### config.mk
export PLATFORM = sky130hd
export DESIGN_NAME = burst_clk_gen
export DESIGN_NICKNAME = d
export VERILOG_FILES = /design/src/rtl/burst_clk_pkg.sv /design/src/rtl/burst_clk_div.sv /design/src/rtl/burst_clk_seq.sv /design/src/rtl/burst_clk_gen.sv
export SDC_FILE = /design/constraint.sdc
export NUM_CORES = 1
export LEC_CHECK = 0
export ABC_AREA = 1
export BUFFER_PORTS_ARGS = -buffer_cell sky130_fd_sc_hd__buf_4
export CAP_MARGIN = 15
export CORE_MARGIN = 2
export CORE_UTILIZATION = 41
export DETAILED_ROUTE_END_ITERATION = 7
export GPL_TIMING_DRIVEN = 0
export HOLD_SLACK_MARGIN = 0.15
export PLACE_DENSITY = 0.58
export SLEW_MARGIN = 20
export SYNTH_ARGS = -nofsm -noshare
export SYNTH_HDL_FRONTEND = slang
export SYNTH_SLANG_ARGS = --single-unit
### constraint.sdc
create_clock -name clk_i -period 2.1 [get_ports clk_i]
set_input_delay 0.63 -clock clk_i [delete_from_list [all_inputs] [get_ports clk_i]]
set_output_delay 0.63 -clock clk_i [all_outputs]
set_load 0.005 [all_outputs]
### src/rtl/burst_clk_pkg.sv
package burst_clk_pkg;
  localparam int CFG_W = 4;
  localparam int LAT_W = CFG_W + 1;

  typedef enum logic [1:0] {
    ST_IDLE = 2'd0,
    ST_ADDR = 2'd1,
    ST_LAT  = 2'd2,
    ST_DATA = 2'd3
  } seq_state_e;

  // last phase index of a memory clock period (D-1); reserved code 0 -> D=2
  function automatic logic [CFG_W-1:0] div_last(input logic [CFG_W-1:0] code);
    return (code == '0) ? CFG_W'(1) : code;
  endfunction

  // high time = floor(D/2)
  function automatic logic [CFG_W-1:0] div_half(input logic [CFG_W-1:0] code);
    logic [CFG_W:0] d;
    d = {1'b0, div_last(code)} + LAT_W'(1);
    return d[CFG_W:1];
  endfunction

  // latency periods after the address period: L-1 = code+1
  function automatic logic [LAT_W-1:0] lat_wait(input logic [CFG_W-1:0] code);
    return {1'b0, code} + LAT_W'(1);
  endfunction
endpackage

### src/rtl/burst_clk_div.sv
module burst_clk_div
  import burst_clk_pkg::*;
(
  input  logic             clk_i,
  input  logic             rst_ni,
  input  logic             load_i,
  input  logic             run_i,
  input  logic [CFG_W-1:0] div_cfg_i,
  output logic             mem_clk_o,
  output logic             period_end_o
);
  logic [CFG_W-1:0] last_q, half_q, ph_q;

  always_ff @(posedge clk_i or negedge rst_ni) begin
    if (!rst_ni) begin
      last_q <= CFG_W'(1);
      half_q <= CFG_W'(1);
      ph_q   <= '0;
    end else if (load_i) begin
      last_q <= div_last(div_cfg_i);
      half_q <= div_half(div_cfg_i);
      ph_q   <= '0;
    end else if (run_i) begin
      ph_q <= (ph_q == last_q) ? '0 : ph_q + CFG_W'(1);
    end
  end

  assign mem_clk_o    = run_i && (ph_q < half_q);
  assign period_end_o = run_i && (ph_q == last_q);
endmodule

### src/rtl/burst_clk_seq.sv
module burst_clk_seq
  import burst_clk_pkg::*;
#(
  parameter int BEAT_W = 4
) (
  input  logic              clk_i,
  input  logic              rst_ni,
  input  logic              start_i,
  input  logic [BEAT_W-1:0] beats_i,
  input  logic [CFG_W-1:0]  lat_cfg_i,
  input  logic              period_end_i,
  output logic              load_o,
  output logic              busy_o,
  output logic              addr_vld_o,
  output logic              cap_o,
  output logic              done_o
);
  seq_state_e        st_q;
  logic [LAT_W-1:0]  lat_q;
  logic [BEAT_W-1:0] beat_q;
  logic              done_q;

  assign load_o = start_i && (st_q == ST_IDLE);

  always_ff @(posedge clk_i or negedge rst_ni) begin
    if (!rst_ni) begin
      st_q   <= ST_IDLE;
      lat_q  <= '0;
      beat_q <= '0;
      done_q <= 1'b0;
    end else begin
      done_q <= 1'b0;
      unique case (st_q)
        ST_IDLE: if (load_o) begin
          st_q   <= ST_ADDR;
          lat_q  <= lat_wait(lat_cfg_i);
          beat_q <= beats_i;
        end
        ST_ADDR: if (period_end_i) st_q <= ST_LAT;
        ST_LAT: if (period_end_i) begin
          if (lat_q == LAT_W'(1)) st_q <= ST_DATA;
          else lat_q <= lat_q - LAT_W'(1);
        end
        ST_DATA: if (period_end_i) begin
          if (beat_q == '0) begin
            st_q   <= ST_IDLE;
            done_q <= 1'b1;
          end else begin
            beat_q <= beat_q - BEAT_W'(1);
          end
        end
        default: st_q <= ST_IDLE;
      endcase
    end
  end

  assign busy_o     = (st_q != ST_IDLE);
  assign addr_vld_o = (st_q == ST_ADDR);
  assign cap_o      = (st_q == ST_DATA) && period_end_i;
  assign done_o     = done_q;
endmodule

### src/rtl/burst_clk_gen.sv
module burst_clk_gen
  import burst_clk_pkg::*;
#(
  parameter int BEAT_W = 4
) (
  input  logic              clk_i,
  input  logic              rst_ni,
  input  logic              start_i,
  input  logic [BEAT_W-1:0] beats_i,
  input  logic [CFG_W-1:0]  div_cfg_i,
  input  logic [CFG_W-1:0]  lat_cfg_i,
  output logic              mem_clk_o,
  output logic              addr_vld_o,
  output logic              cap_o,
  output logic              done_o
);
  logic load, busy, period_end;

  burst_clk_div u_div (
    .clk_i        (clk_i),
    .rst_ni       (rst_ni),
    .load_i       (load),
    .run_i        (busy),
    .div_cfg_i    (div_cfg_i),
    .mem_clk_o    (mem_clk_o),
    .period_end_o (period_end)
  );

  burst_clk_seq #(.BEAT_W(BEAT_W)) u_seq (
    .clk_i        (clk_i),
    .rst_ni       (rst_ni),
    .start_i      (start_i),
    .beats_i      (beats_i),
    .lat_cfg_i    (lat_cfg_i),
    .period_end_i (period_end),
    .load_o       (load),
    .busy_o       (busy),
    .addr_vld_o   (addr_vld_o),
    .cap_o        (cap_o),
    .done_o       (done_o)
  );
endmodule

# ---- Yosys cells after proc, flatten, opt, wreduce, memory -nomap -nowiden
# Cells that the tools add are included.
dict set report op_classes {
  add_sub_neg 5
  order_cmp 1
  eq_ne 13
  n_mux 22
  n_reduce_logical 14
}
# operator n
set op_table {}
lappend op_table {{two-way mux 4 bit} 7}
lappend op_table {{two-way mux 5 bit} 3}
lappend op_table {{two-way mux 2 bit} 6}
lappend op_table {{adder 4 x 1 -> 5 bit, second input constant} 2}
lappend op_table {{inequality test 2 x 1 -> 1 bit, second input constant} 5}
lappend op_table {{case mux 5 bit (2 select lines)} 1}
lappend op_table {{logical NOT 4 bit} 2}
lappend op_table {{case mux 2 bit (4 select lines)} 1}
lappend op_table {{case mux 4 bit (2 select lines)} 1}
lappend op_table {{AND reduction 4 bit} 2}
lappend op_table {{nonzero test 2 bit} 4}
lappend op_table {{inequality test 2 bit, second input constant} 3}
lappend op_table {{AND reduction 6 bit} 1}
lappend op_table {{equality test 5 x 1 -> 1 bit, second input constant} 1}
lappend op_table {{subtractor 5 x 1 -> 5 bit, second input constant} 1}
lappend op_table {{adder 4 x 1 -> 4 bit, second input constant} 1}
lappend op_table {{equality test 2 bit, second input constant} 2}
lappend op_table {{equality test 4 bit} 1}
lappend op_table {{logical AND 1 bit} 4}
lappend op_table {{< comparator 4 bit} 1}
lappend op_table {{subtractor 4 x 1 -> 4 bit, second input constant} 1}
lappend op_table {{two-way mux 1 bit} 3}
lappend op_table {{equality test 2 x 1 -> 1 bit, second input constant} 1}
lappend op_table {{logical NOT 2 bit} 1}
dict set report totals {
  regBits 24
  input_bits 15
  output_inout_bits 4
  wordCells 62
}

# ---- Depth between registers and ports, before layout
dict set report logic_depth {
  ltp_word 4
  ltp_mapped 10
  depth_no_buf 10
}

# ---- Hierarchy
# A second synthesis with hierarchy kept.
dict set report hier_totals {
  hier_cells 236
  hier_area_um2 1690.4
}
# mod instances cells_each area_per_inst_um2 seq_area_each_um2
set modules_own_cells {}
lappend modules_own_cells {burst_clk_seq 1 137 953.4 300.3}
lappend modules_own_cells {burst_clk_div 1 99 737.0 302.8}

# ---- Worst setup path before layout
# OpenSTA, ideal clock, no wires.
dict set report synth_timing {
  path_type {register to output}
  from {register u_div.ph_q[1]}
  to {output mem_clk_o}
  t_arrival_ps 1214
  required_ps 1470
  slack_ps 256
  stages_incl_launch_ff 6
  path_buffers 0
  cell_sequence {dfrtp_1 -> ha_1 -> a21boi_0 -> o21ai_0 -> nand2_1 -> a211oi_1}
}
dict set report synth_via {
  elab_chain_cells 2
}
# item line
set synth_lines {}
lappend synth_lines {{start, declared} burst_clk_div.sv:12} ;# logic [CFG_W-1:0] last_q, half_q, ph_q;
lappend synth_lines {{start signal, assigned} burst_clk_div.sv:24} ;# ph_q <= (ph_q == last_q) ? '0 : ph_q + CFG_W'(1);
lappend synth_lines {{< comparator 4 bit} burst_clk_div.sv:28} ;# assign mem_clk_o = run_i && (ph_q < half_q);
lappend synth_lines {{logical AND 1 bit} burst_clk_div.sv:28}
lappend synth_lines {{end, declared} burst_clk_gen.sv:12} ;# output logic mem_clk_o,
# No other way between the ends.

# ---- Worst setup path in the final report
# Same ends and word-level chain as after synthesis.

==> results <==
- The run finished, with violations left.
- The checks that failed: setup timing.
- In this run the worst setup path begins at u_div.ph_q[1]$_DFFE_PN0P_.
- In this run the worst path has a maximum fanout of 2.
- The number of buffers added on ports is 18.
- Dividing total power by cell area gives a power density of 1552 mW/mm^2.
- The later pin in the worst-skew pair is clocked with a latency of 0.27 ns.
- The post-layout instance area is 0.001953 sq mm.
- The via count is 1411.
- Together, buffers and inverters on the worst path number 1.
- Of the available clock period, the critical path in the final layout requires 106.5%.
- The number of register bits inferred by synthesis is 24.
- The fraction of post-synthesis cell area in the top cell type by area is 33.90%.
- The instance count on the critical path is 6.
- Max-cap violations in this run came to 0.
- The routed wire length per instance is 11.98 um.
- After synthesis, the share of flip-flops with an asynchronous set or reset is 100.0%.
- The class of the worst hold path is in2async.
- The depth of the most critical reg-to-reg path is 8.
- TritonCTS built the clock tree.
- The startpoint of the worst register-to-register path is u_seq.st_q[0]$_DFFE_PN0P_.
- The post-detailed-placement cell area is 0.001819 sq mm.
- The peak supply drop is ~0.73 mV.
- The dominant cell by count in the synthesized netlist is sky130_fd_sc_hd__nand2_1.
- The number of global-route vias before repair came to 1340.
- The end point of the critical path is mem_clk_o.
- Global routing consumed, over all layers together, 16.98% of the routing resources.
- The leading register cell type out of synthesis is sky130_fd_sc_hd__dfrtp_1.
- The number of max-slew violations in the final report is 0.
- Setup repair after global routing could not meet its margin everywhere.
- In this run the standard cell core region covers about 0.0037 sq mm.
- Wires add up to 3379 um.
- Relative to the synthesized area, the layout overhead comes to 20.26%.
- The detailed-route DRC error count is 0.
- STA classifies the critical path endpoint as an output pin.
- The setup check on the worst reg-to-reg path leaves a slack of 0.30 ns.
- Clock tree synthesis selected as its root buffer the cell sky130_fd_sc_hd__clkbuf_8.
- The worst-case setup margin in the final layout is -0.1375 ns.
- Summing the sequential cell areas from Yosys gives 37.13% of the chip area.
- In this run, synthesis inferred 0 flip-flops with an integrated enable.
- The largest single stage delay on the critical path is slightly above 0.4 ns.
- The first global-routing pass estimated 5851 um of wire.
- The initial utilization of the core area, before any placement, comes to 43.38%.
- The number of cell rows is 22.
- In the synthesized netlist, the number of instances is just over 200.
- By count the netlist is led by sky130_fd_sc_hd__nand2_1, sky130_fd_sc_hd__inv_1, sky130_fd_sc_hd__dfrtp_1, sky130_fd_sc_hd__o21ai_0, sky130_fd_sc_hd__ha_1.
- The signal arrival time at the worst endpoint is 1.61 ns.
- The worst setup path category is reg2out.
- The number of different library cells used by synthesis comes to 29.
- The transition time at the pin with the least slew margin is 0.5147 ns.
- By area the synthesized netlist is led by sky130_fd_sc_hd__dfrtp_1, sky130_fd_sc_hd__nand2_1, sky130_fd_sc_hd__ha_1.
- Summed over all cells, the static leakage comes to roughly 1.0 nW.
- The floorplan die area is 0.004480 sq mm.
- The number of endpoints failing setup at the final stage is 1.
- The number of antenna repair diodes is 0.
- For this run, the top clock speed supported by timing is roughly 450 MHz.
- Cells with a size suffix above 1 make up 23.08% of the layout.
- The cell at the slowest stage of the critical path is sky130_fd_sc_hd__dfrtp_1.
- The clock transition at the registers of the reported paths is 0.10 ns.
- The final antenna-violating net count is 0.
- The via density per instance is 5.004.
- The floorplan step set the die width to 66.94 um.
- CTS built an H-tree with a depth of 1.
- For this run, the number of Yosys warnings is 0.
- After the last flow step, the layout net total stands at 264.
- The first-pass detailed-route iteration total is 6.
- The die extent in y is between 60 and 70 um.
- The worst slew margin relative to its limit is 65.46%.
- The HPWL reported at the end of detailed placement is 2524 um.
- The number of sinks on the clock net is 24.
- When the netlist entered floorplanning its net count stood at 235.
- The number of antenna violations at the first check in global routing is 0.
- In this run the mean area of a mapped cell was 7.884 sq um.
- STA puts the critical path data required time at 1.47 ns.
- The total congestion overflow is 0.
- Subtracting the final worst setup slack from the clock period gives 2.237 ns.
- The largest area contributor in the netlist is sky130_fd_sc_hd__dfrtp_1.
- On the final layout, the worst clock skew is 0.01059 ns.
- The total clock buffers created by CTS is 3.
- Walking the worst path, the cells encountered are ha_1 -> a21boi_1 -> o21ai_1 -> nand2_1 -> a211oi_2 -> buf_4.
- The worst setup path is launched from a flop.
- The detailed router finished its first iteration with 50 violations.
- Grouping stages by cell kind, the critical path spends the most delay in compound AO/OA/AOI/OAI gates.
- The capturing point of the worst reg2reg path is u_seq.lat_q[0]$_DFFE_PN0P_.
- 19 I/O pins were placed.
- Summing every instance area after synthesis gives 0.001624 sq mm.
- The clock passes through at most 2 buffers.
- The congestion estimate from routability-driven global placement came to around 0.8.
- Hold timing on the final database bottoms out at a slack of 0.2440 ns.
- The final hold violation count is 0.
- Entering global routing, the biggest net connects 25 pins.
-- area by class of cell --
class	instances	area, sq um
fillers	377	1790
multi-input cells	149	913.4
flip-flops and latches	24	603.1
repair buffers	24	180.2
inverters	30	112.6
well taps	48	60.06
clock buffers	3	41.29
clock inverters	1	30.03
plain buffers	3	12.51
-- routing by layer --
| metal | track usage (%) | up-vias | share of wire [%] |
|---|---|---|---|
| met5 | 0 | - | 0 |
| met3 | 3.716 | 8 | 2.9 |
| li1 | - | 731 | - |
| met4 | 4.082 | 0 | 2.2 |
| met2 | 28.63 | 24 | 46 |
| met1 | 22.01 | 648 | 48 |
-- worst min path at each step --
| stage | startpoint | end | depth (start not counted) |
|---|---|---|---|
| floorplan | rst_ni | u_div.half_q[1]$_DFFE_PN0P_ | 0 |
| global placement | u_div.half_q[0]$_DFFE_PN1P_ | u_div.half_q[0]$_DFFE_PN1P_ | 2 |
| detailed placement | u_div.half_q[0]$_DFFE_PN1P_ | u_div.half_q[0]$_DFFE_PN1P_ | 2 |
| CTS | rst_ni | u_seq.lat_q[0]$_DFFE_PN0P_ | 1 |
| global route | rst_ni | u_seq.lat_q[0]$_DFFE_PN0P_ | 1 |
| finish | rst_ni | u_div.half_q[3]$_DFFE_PN0P_ | 1 |
-- per-stage QoR --
stage | power (mW) | setup slack, ns | instances | TNS [ns] | utilization [%]
after global routing | 3.367 | -0.2752 | 282 | -0.2857 | 52.17
after floorplan | 2.106 | 0.2562 | 206 | 0 | -
after detailed placement | 2.489 | 0.02335 | 272 | 0 | 48.60
after CTS | 3.000 | -0.1587 | 280 | -0.1587 | 51.44
after global placement | 2.445 | 0.03794 | 272 | 0 | 48.60
final | 3.031 | -0.1375 | 282 | -0.1375 | 52.17
-- power breakdown --
part           internal (mW)  total [mW]  leakage [nW]  switching (mW)
combinational          0.735        1.78         0.670            1.05
clock                  0.255       0.411        0.0357           0.156
sequential             0.687       0.840         0.300           0.153
-- registers in the layout (all words and copies together) (netlist names) --
| signal | cells |
|---|---|
| u_div.last_q | 4 |
| u_div.half_q | 4 |
| u_seq.done_o | 1 |
| u_seq.lat_q | 5 |
| u_seq.st_q | 2 |
| u_div.ph_q | 4 |
| u_seq.beat_q | 4 |
-- cell families after synthesis --
family          count (synthesis)  share of synthesized area [%]
simple gates                   99                          29.81
mux                             2                          1.233
fa+ha+maj                      14                          10.79
flops                          24                          37.13
buf+inv                        33                          7.704
xor+xnor                        5                          2.697
compound gates                 29                          10.63
-- repair_timing --
| action | in CTS | in global routing |
|---|---|---|
| pin swaps | 1 | 3 |
| resized for setup | 3 | 5 |
| endpoints found under the setup margin | 2 | 2 |
| hold buffers | 0 | 0 |
| setup buffers | 4 | 2 |
-- cell usage in the layout, fill, tap and decap left out, types with 2 or more instances in the layout --
cell	n
sky130_fd_sc_hd__nor2_4	3
sky130_fd_sc_hd__ha_1	13
sky130_fd_sc_hd__o21ai_2	3
sky130_fd_sc_hd__inv_2	5
sky130_fd_sc_hd__o22ai_1	5
sky130_fd_sc_hd__dfstp_2	2
sky130_fd_sc_hd__dfrtp_1	22
sky130_fd_sc_hd__nand2_2	3
sky130_fd_sc_hd__nand2_1	60
sky130_fd_sc_hd__nor2_1	5
sky130_fd_sc_hd__nand3_1	11
sky130_fd_sc_hd__nand2_4	3
sky130_fd_sc_hd__clkbuf_1	2
sky130_fd_sc_hd__inv_1	25
sky130_fd_sc_hd__buf_4	24
sky130_fd_sc_hd__clkbuf_8	3
sky130_fd_sc_hd__o21ai_0	15
sky130_fd_sc_hd__mux2i_1	2
sky130_fd_sc_hd__nand4_1	9
sky130_fd_sc_hd__xnor2_1	2
sky130_fd_sc_hd__xor2_1	3
sky130_fd_sc_hd__or2_2	2
sky130_fd_sc_hd__o21ai_1	2
sky130_fd_sc_hd__nand3_4	2
No activity file was read; power rests on OpenSTA's default activity.
